**src/rtl/dma_hs_pkg.sv**
```systemverilog
package dma_hs_pkg;
  localparam int CTRL_W = 6;

  typedef struct packed {
    logic burst;      // bit5
    logic edge_mode;  // bit4
    logic ack_low;    // bit3
    logic ack_on_wr;  // bit2
    logic dual;       // bit1
    logic en;         // bit0
  } ctrl_t;

  typedef enum logic [1:0] {
    ST_IDLE = 2'd0,
    ST_REQ  = 2'd1,
    ST_XFER = 2'd2
  } chan_st_t;

  // Is this bus cycle one in which the acknowledge belongs?
  function automatic logic ack_window(input ctrl_t c, input logic rd, input logic wr);
    if (c.dual) return c.ack_on_wr ? wr : rd;
    return rd | wr;
  endfunction

  // Map a logical assertion to the pin level
  function automatic logic pin_level(input logic active, input logic act_low);
    return active ^ act_low;
  endfunction

  // Count after one unit completes; never wraps below zero
  function automatic logic [31:0] count_after(input logic [31:0] cnt);
    return (cnt == 32'd0) ? 32'd0 : cnt - 32'd1;
  endfunction
endpackage

```
**src/rtl/dma_hs_req_sense.sv**
```systemverilog
module dma_hs_req_sense
  import dma_hs_pkg::*;
#(
  parameter int SYNC_STAGES = 2
) (
  input  logic clk_i,
  input  logic rst_n_i,
  input  logic dreq_i,
  input  logic en_i,
  input  logic edge_mode_i,
  input  logic xfer_start_i,
  output logic lvl_req_o,
  output logic fall_o,
  output logic pend_o
);
  localparam int LAST = SYNC_STAGES - 1;

  logic [SYNC_STAGES-1:0] sync_q;
  logic                   prev_q;
  logic                   pend_q;

  generate
    for (genvar g = 0; g < SYNC_STAGES; g++) begin : g_sync
      if (g == 0) begin : g_first
        always_ff @(posedge clk_i or negedge rst_n_i) begin
          if (!rst_n_i) sync_q[0] <= 1'b1;
          else          sync_q[0] <= dreq_i;
        end
      end else begin : g_next
        always_ff @(posedge clk_i or negedge rst_n_i) begin
          if (!rst_n_i) sync_q[g] <= 1'b1;
          else          sync_q[g] <= sync_q[g-1];
        end
      end
    end
  endgenerate

  always_ff @(posedge clk_i or negedge rst_n_i) begin
    if (!rst_n_i) prev_q <= 1'b1;
    else          prev_q <= sync_q[LAST];
  end

  assign lvl_req_o = ~sync_q[LAST];
  assign fall_o    = prev_q & ~sync_q[LAST];

  always_ff @(posedge clk_i or negedge rst_n_i) begin
    if (!rst_n_i)                 pend_q <= 1'b0;
    else if (!en_i || !edge_mode_i) pend_q <= 1'b0;
    else if (fall_o)              pend_q <= 1'b1;
    else if (xfer_start_i)        pend_q <= 1'b0;
  end

  assign pend_o = pend_q;
endmodule

```
**src/rtl/dma_hs_regs.sv**
```systemverilog
module dma_hs_regs
  import dma_hs_pkg::*;
#(
  parameter int CNT_W = 16
) (
  input  logic             clk_i,
  input  logic             rst_n_i,
  input  logic             standby_i,
  input  logic             cfg_we_i,
  input  logic [CTRL_W-1:0] cfg_wdata_i,
  input  logic             cnt_we_i,
  input  logic [CNT_W-1:0] cnt_wdata_i,
  input  logic             unit_end_i,
  input  logic             last_unit_i,
  output ctrl_t            ctrl_o,
  output logic [CNT_W-1:0] count_o,
  output logic             done_o
);
  ctrl_t            ctrl_q;
  logic [CNT_W-1:0] cnt_q;
  logic             done_q;
  ctrl_t            wr_word;
  logic [31:0]      cnt_wide;
  logic [31:0]      cnt_dec;

  assign wr_word  = ctrl_t'(cfg_wdata_i);
  assign cnt_wide = 32'(cnt_q);
  assign cnt_dec  = count_after(cnt_wide);

  always_ff @(posedge clk_i or negedge rst_n_i) begin
    if (!rst_n_i)         ctrl_q <= '0;
    else if (standby_i)   ctrl_q <= '0;
    else if (cfg_we_i)    ctrl_q <= wr_word;
    else if (last_unit_i) ctrl_q.en <= 1'b0;
  end

  always_ff @(posedge clk_i or negedge rst_n_i) begin
    if (!rst_n_i)                   done_q <= 1'b0;
    else if (cfg_we_i && wr_word.en) done_q <= 1'b0;
    else if (last_unit_i)           done_q <= 1'b1;
  end

  always_ff @(posedge clk_i or negedge rst_n_i) begin
    if (!rst_n_i)        cnt_q <= '0;
    else if (cnt_we_i)   cnt_q <= cnt_wdata_i;
    else if (unit_end_i) cnt_q <= cnt_dec[CNT_W-1:0];
  end

  assign ctrl_o  = ctrl_q;
  assign count_o = cnt_q;
  assign done_o  = done_q;
endmodule

```
**src/rtl/dma_hs_seq.sv**
```systemverilog
module dma_hs_seq
  import dma_hs_pkg::*;
#(
  parameter int CNT_W = 16
) (
  input  logic             clk_i,
  input  logic             rst_n_i,
  input  ctrl_t            ctrl_i,
  input  logic [CNT_W-1:0] count_i,
  input  logic             lvl_req_i,
  input  logic             pend_i,
  input  logic             bus_gnt_i,
  input  logic             wr_phase_i,
  output chan_st_t         st_o,
  output logic             xfer_start_o,
  output logic             unit_end_o,
  output logic             last_unit_o
);
  chan_st_t st_q, st_d;
  logic     req_now;
  logic     cnt_nz;

  assign req_now      = ctrl_i.edge_mode ? pend_i : lvl_req_i;
  assign cnt_nz       = (count_i != '0);
  assign xfer_start_o = (st_q == ST_REQ) && ctrl_i.en && bus_gnt_i;
  assign unit_end_o   = (st_q == ST_XFER) && ctrl_i.en && wr_phase_i;
  assign last_unit_o  = unit_end_o && (count_i <= CNT_W'(1));

  always_comb begin
    st_d = st_q;
    unique case (st_q)
      ST_IDLE: if (ctrl_i.en && cnt_nz && req_now) st_d = ST_REQ;
      ST_REQ: begin
        if (!ctrl_i.en)     st_d = ST_IDLE;
        else if (bus_gnt_i) st_d = ST_XFER;
      end
      ST_XFER: begin
        if (!ctrl_i.en) st_d = ST_IDLE;
        else if (unit_end_o) begin
          if (last_unit_o)                            st_d = ST_IDLE;
          else if (!ctrl_i.burst)                     st_d = ST_IDLE;
          else if (!ctrl_i.edge_mode && !lvl_req_i)   st_d = ST_IDLE;
        end
      end
      default: st_d = ST_IDLE;
    endcase
  end

  always_ff @(posedge clk_i or negedge rst_n_i) begin
    if (!rst_n_i) st_q <= ST_IDLE;
    else          st_q <= st_d;
  end

  assign st_o = st_q;
endmodule

```
**src/rtl/dma_hs_ack.sv**
```systemverilog
module dma_hs_ack
  import dma_hs_pkg::*;
(
  input  ctrl_t    ctrl_i,
  input  chan_st_t st_i,
  input  logic     rd_phase_i,
  input  logic     wr_phase_i,
  output logic     ack_active_o,
  output logic     dack_o
);
  assign ack_active_o = (st_i == ST_XFER) && ctrl_i.en &&
                        ack_window(ctrl_i, rd_phase_i, wr_phase_i);
  assign dack_o = pin_level(ack_active_o, ctrl_i.ack_low);
endmodule

```
**src/rtl/dma_hs_chan.sv**
```systemverilog
module dma_hs_chan
  import dma_hs_pkg::*;
#(
  parameter int CNT_W       = 16,
  parameter int SYNC_STAGES = 2
) (
  input  logic             clk_i,
  input  logic             rst_n_i,
  input  logic             standby_i,
  input  logic             cfg_we_i,
  input  logic [5:0]       cfg_wdata_i,
  input  logic             cnt_we_i,
  input  logic [CNT_W-1:0] cnt_wdata_i,
  input  logic             dreq_i,
  input  logic             bus_gnt_i,
  input  logic             rd_phase_i,
  input  logic             wr_phase_i,
  output logic             dack_o,
  output logic             bus_req_o,
  output logic [5:0]       ctrl_o,
  output logic [CNT_W-1:0] count_o,
  output logic             done_o
);
  ctrl_t    ctrl;
  chan_st_t st;
  logic     lvl_req, fall, pend;
  logic     xfer_start, unit_end, last_unit, ack_active;

  dma_hs_req_sense #(.SYNC_STAGES(SYNC_STAGES)) u_sense (
    .clk_i(clk_i), .rst_n_i(rst_n_i), .dreq_i(dreq_i),
    .en_i(ctrl.en), .edge_mode_i(ctrl.edge_mode), .xfer_start_i(xfer_start),
    .lvl_req_o(lvl_req), .fall_o(fall), .pend_o(pend)
  );

  dma_hs_regs #(.CNT_W(CNT_W)) u_regs (
    .clk_i(clk_i), .rst_n_i(rst_n_i), .standby_i(standby_i),
    .cfg_we_i(cfg_we_i), .cfg_wdata_i(cfg_wdata_i),
    .cnt_we_i(cnt_we_i), .cnt_wdata_i(cnt_wdata_i),
    .unit_end_i(unit_end), .last_unit_i(last_unit),
    .ctrl_o(ctrl), .count_o(count_o), .done_o(done_o)
  );

  dma_hs_seq #(.CNT_W(CNT_W)) u_seq (
    .clk_i(clk_i), .rst_n_i(rst_n_i), .ctrl_i(ctrl), .count_i(count_o),
    .lvl_req_i(lvl_req), .pend_i(pend), .bus_gnt_i(bus_gnt_i),
    .wr_phase_i(wr_phase_i), .st_o(st), .xfer_start_o(xfer_start),
    .unit_end_o(unit_end), .last_unit_o(last_unit)
  );

  dma_hs_ack u_ack (
    .ctrl_i(ctrl), .st_i(st), .rd_phase_i(rd_phase_i), .wr_phase_i(wr_phase_i),
    .ack_active_o(ack_active), .dack_o(dack_o)
  );

  assign bus_req_o = (st != ST_IDLE);
  assign ctrl_o    = ctrl;
endmodule

```
**config.mk**
```make
export PLATFORM = sky130hd
export DESIGN_NAME = dma_hs_chan
export DESIGN_NICKNAME = d
export VERILOG_FILES = /design/src/rtl/dma_hs_pkg.sv /design/src/rtl/dma_hs_req_sense.sv /design/src/rtl/dma_hs_regs.sv /design/src/rtl/dma_hs_seq.sv /design/src/rtl/dma_hs_ack.sv /design/src/rtl/dma_hs_chan.sv
export SDC_FILE = /design/constraint.sdc
export NUM_CORES = 1
export LEC_CHECK = 0
export ABC_CLOCK_PERIOD_IN_PS = 4800
export CAP_MARGIN = 15
export CORE_UTILIZATION = 51
export CTS_BUF_LIST = sky130_fd_sc_hd__clkbuf_4
export DETAILED_ROUTE_END_ITERATION = 10
export PLACE_DENSITY = 0.85
export SYNTH_ARGS = -nofsm -noshare
export SYNTH_HDL_FRONTEND = slang
export SYNTH_SLANG_ARGS = --single-unit
```
**constraint.sdc**
```tcl
create_clock -name clk_i -period 4.8 [get_ports clk_i]
set_input_delay 1.2 -clock clk_i [delete_from_list [all_inputs] [get_ports clk_i]]
set_output_delay 1.2 -clock clk_i [all_outputs]
set_load 0.05 [all_outputs]
```
# Yosys cells after proc, flatten, opt, wreduce, memory -nomap -nowiden
# Cells that the tools add are included.
# classes
n_addsub	1
mux	26
n_bitwise	4
n_reduce_logical	23
n_eq_ne	6
magnitude_cmp	1
# op_table
operator	count
16-bit two-way mux	3
32-bit zero test	1
16-bit by 1-bit less-or-equal comparator with 1-bit output (second input constant)	1
2-bit two-way mux	8
16-bit nonzero test	1
16-bit by 1-bit subtractor with 16-bit output (second input constant)	1
1-bit two-way mux	12
1-bit logical AND	10
2-bit nonzero test	4
6-bit two-way mux	1
3-bit inequality test (second input constant)	2
2-bit case mux with 3 select lines	1
3-bit nonzero test	2
5-bit two-way mux	1
5-bit inequality test (second input constant)	1
4-bit AND reduction	1
2-bit by 1-bit == test with 1-bit output (second input constant)	1
2-bit == test (second input constant)	1
1-bit zero test	2
2-bit zero test	1
2-bit by 1-bit inequality test with 1-bit output (second input constant)	1
1-bit bitwise AND	1
1-bit logical OR	1
1-bit NOT	1
other kinds (2)	2
# word_totals
regBits	29
inputBits	31
output_inout_bits	25

# Logic depth before layout (Yosys ltp)
# logic_depth
depth_word	8
ltp_mapped	8
mapped_depth_nobuf	7

# Modules after synthesis
# From an unflattened synthesis, not the netlist that was laid out.
# unflattened
hier_cells	183
hier_area_um2	1740.4
# by_module_without_submodules
mod	area_each_um2	cells_per_inst	n_inst
dma_hs_regs	1366.3	147	1
dma_hs_seq	186.4	22	1
dma_hs_req_sense	137.6	8	1
dma_hs_ack	43.8	5	1
dma_hs_chan	6.3	1	1

# Worst setup path after synthesis
# Ideal clock, no wire load.
# synth_path
kind	input-to-output
from	input port rd_phase_i
to	output port dack_o
path_buffers	0
arrival_time_ps	2310
path_stages	3
required_time_ps	3600
path_slack_ps	1290
cell_sequence	nor3b_1 -> nor4_1 -> xor2_1
# synth_between
elab_chain_len	5
word_cells_on_any_way	6
cone_classes	3 x mux; 2 x bitwise; 1 x reduce/logical
# synth_lines
element	line	source
start: declaration	dma_hs_chan.sv:16	input logic rd_phase_i,
1-bit two-way mux (2 in series)	dma_hs_pkg.sv:21	if (c.dual) return c.ack_on_wr ? wr : rd;
1-bit two-way mux (*)	dma_hs_pkg.sv:22	return rd | wr;
1-bit logical AND (*)	dma_hs_ack.sv:11	assign ack_active_o = (st_i == ST_XFER) && ctrl_i.en &&
1-bit bitwise XOR (*)	dma_hs_pkg.sv:27	return active ^ act_low;
end: declaration	dma_hs_chan.sv:18	output logic dack_o,
# Mark *: on every way between the ends. The rest lies on a longest branch, timed or not. The select of a mux whose other input is x is not followed.

# Final worst setup path
# layout_path
from	input port wr_phase_i
to	output port dack_o
# layout_between
elab_chain_len	5
word_cells_on_any_way	6
cone_classes	3 x mux; 2 x bitwise; 1 x reduce/logical
# layout_lines
element	line	source
start: declaration	dma_hs_chan.sv:17	input logic wr_phase_i,
1-bit two-way mux (2 in series)	dma_hs_pkg.sv:21	
1-bit two-way mux (*)	dma_hs_pkg.sv:22	
1-bit logical AND (*)	dma_hs_ack.sv:11	
1-bit bitwise XOR (*)	dma_hs_pkg.sv:27	
# Marks and branches as above.

==> impl_metrics.ini <==
[min_path]
hold_path_class = register to register
min_from = u_sense.sync_q[0]$_DFF_PN1_

[timing]
finalHoldViolCount = 0
fin_hold_ws_ns = 0.365
final_max_slew_viol_count = 0
finalCritPeriodShare_pct = 89.1
grt_setup_unrepaired = false
clock.fmax_mhz = 234
setup_tns_ns = 0
worst_pin_slew_ns = 1.07
layout_min_cycle_time_ns = 4.28
fin_skew_ns = 0.0130
setup_viol = 0
slew-limit-headroom_pct = 28.1

[power]
internal-power_uw = 386
swShare_pct = 35.0
p_leak_uw = 0.000905
p_seq_share_pct = 47.8
switchingPower_uw = 207
share_comb_of_total_power_pct = 29.3
power_per_cell_area_nw_per_um2 = 257
clock_power_share_pct = 22.9
ir_worst_vdd_uv = 149

[synthesis]
ys_top_cells_by_area = dfrtp_1 38%, o21ai_0 5.9%, dfstp_2 4.6%
yosys.area.top_type_share_pct = 38.2
avgSynthCellArea_um2 = 9.11
syn-instance-count = 187
synth_nets = 221
synth_edf_count = 0
synthArstFlopShare_pct = 100
synth_ff_type = dfrtp_1
yosysWarningCount = 0
synth_seq_cells = 29
yosysMostFrequentCell = dfrtp_1
synth_cell_types = 46
synth_common_cells = 26 x dfrtp_1, 20 x o21ai_0, 19 x nand2_1, 14 x nor2_1, 11 x a21oi_1
ys_seq_area_share_pct = 42.8
syn_area_um2 = 1700
synth_top_cell_by_area = dfrtp_1

[clock_tree]
ctsHoldBuffers = 0
cts_buffers = 5
post_cts.repair.setup_buffers = 0
cts.clk_slew.worst_paths_ns = 0.08
ctsResizeCount = 0
clockBufferDepth = 2
root_buffer = clkbuf_4
htreeDepth = 2
cts_tree = built
cts.sinks = 29
insertion_delay_ns = 0.34

[critical_path]
cp.arrival_ns = 3.08
end_kind = output port
path_cells = clkdlybuf4s50_1 -> a21oi_1 -> nor4_1 -> xor2_1 -> clkdlybuf4s50_1
worstPathMaxFanout = 5
cp-start-kind = input port
crit_type = input port to output port
crit_slowest_cell = clkdlybuf4s50_1
cp-startpoint = wr_phase_i
r2r-start = u_regs.count_o[0]$_DFFE_PN0P_
cpLargestDelayFamily = buffers and inverters
crit_buf_inv = 2
required_ns = 3.60
critPathMaxStageDelay_ns = 0.83
cpMostUsedCell = clkdlybuf4s50_1

[floorplanning]
io_pins = 56
num_rows = 20
die_h_um = 59.8
core_region_area_um2 = 3100
dieArea_um2 = 3570
start_util_pct = 54.9
die_w_um = 59.8

[cells_and_area]
n_fill_cell = 253
n_antenna_cell = 0
final_nets = 272
area_delta_synth_final_pct = 35.3
drive_gt1_share_pct = 7.95

[route]
viasPerCell = 5.73
routed_wl_um = 4150
drt-initial-drc-count = 93
ant_nets = 0
drc = 0
via_count = 1621
avgRoutedWirePerCell_um = 14.7
dr.pass1.iters = 4

[placement]
io_buffers = 55
hpwlAfterDp_um = 3070
place.gp.congestion = 0.842

[grt]
grt_pass1_wl_um = 6810
grt_max_degree = 38
grt_pass1_vias = 1525
grt-ovfl-total = 0
antenna_found_initial = 0
track_usage_pct = 26.2

[status]
status = completed

[run]
cap_violations = 0
==> kinds of logic after synthesis <==
| logic type | after synthesis | synth area share, % |
|---|---|---|
| xor gates and xnor gates | 1 | 0.514 |
| DFF | 29 | 42.8 |
| adders and majority gates | 3 | 2.20 |
| AOI/OAI and AO/OA | 51 | 19.0 |
| muxes | 6 | 3.53 |
| buffers and inverters | 18 | 5.00 |
| and+or+nand+nor | 79 | 27.0 |
==> metal layers <==
layer  part of all wire (%)  track usage, %  vias up  wire (µm)
met5                      0               0        -          0
met4                    2.2            14.0        0         93
met3                    5.0            6.28        8        208
met2                     48            40.8       56       2000
met1                     44            33.4      767       1840
li1                       -               -      790          -
==> registers in the layout, summed over array words and instances (netlist names) <==
signal and count:
u_sense.pend_o 1, u_sense.prev_q 1, u_regs.done_o 1, u_regs.count_o 16, u_sense.sync_q 2, u_regs.ctrl_o 6, u_seq.st_o 2
==> final timing paths <==
path / endpoint / slack [ns] / depth (start not counted)
max: dack_o / 0.52 / 5
min: u_sense.sync_q[1]$_DFF_PN1_ / 0.37 / 0
max reg2reg: u_regs.count_o[13]$_DFFE_PN0P_ / 2.26 / 7
min reg2reg: u_sense.sync_q[1]$_DFF_PN1_ / 0.37 / 0
max in group asynchronous: u_regs.ctrl_o[5]$_DFFE_PN0P_ / 2.71 / 2
min in group asynchronous: u_regs.ctrl_o[0]$_DFFE_PN0P_ / 1.42 / 1
==> cell type report <==
cell class,instances,area [µm²],area share [%]
well taps,44,55.1,2.39
flip-flops and latches,29,729,31.7
inverters,6,22.5,0.978
clock buffers,5,37.5,1.63
repair buffers,56,558,24.2
multi-input cells,140,888,38.6
clock inverters,3,12.5,0.543
==> placed cells by master (no fill, tap or decap), types with 3 or more instances in the layout <==
cell             count
dfstp_2              3
clkbuf_4             5
inv_1                6
nor2b_1              4
or3_1                4
or4_1                6
nand3b_1             3
o311ai_0             3
nand2_1             19
nor4_1               4
nor2_1              14
a22oi_1              3
clkdlybuf4s50_1     55
a21oi_1             11
o21ai_0             20
ha_1                 3
nor3_1               7
mux2i_1              6
dfrtp_1             26
nor3b_1              4
==> per-stage QoR <==
step                      power [µW]  instances  cell area (µm²)  worst slack [ns]  utilization, %
final                            593        283             2300             0.523            74.2
after global routing             626        283             2300             0.494            74.2
after CTS                        599        283             2300             0.527            74.2
after detailed placement         461        275             2250             0.534            72.6
after global placement           456        275             2250             0.612            72.6
after floorplan                  388        187             1700              1.29               -
==> power by group through the flow <==
stage / combinational (µW) / sequential, µW / clock, µW
final: 174 / 284 / 136
after global routing: 186 / 287 / 153
after CTS: 175 / 283 / 142
after detailed placement: 174 / 288 / 0
after global placement: 170 / 286 / 0
after floorplan: 55.5 / 332 / 0
(Power assumes the default switching activity.)
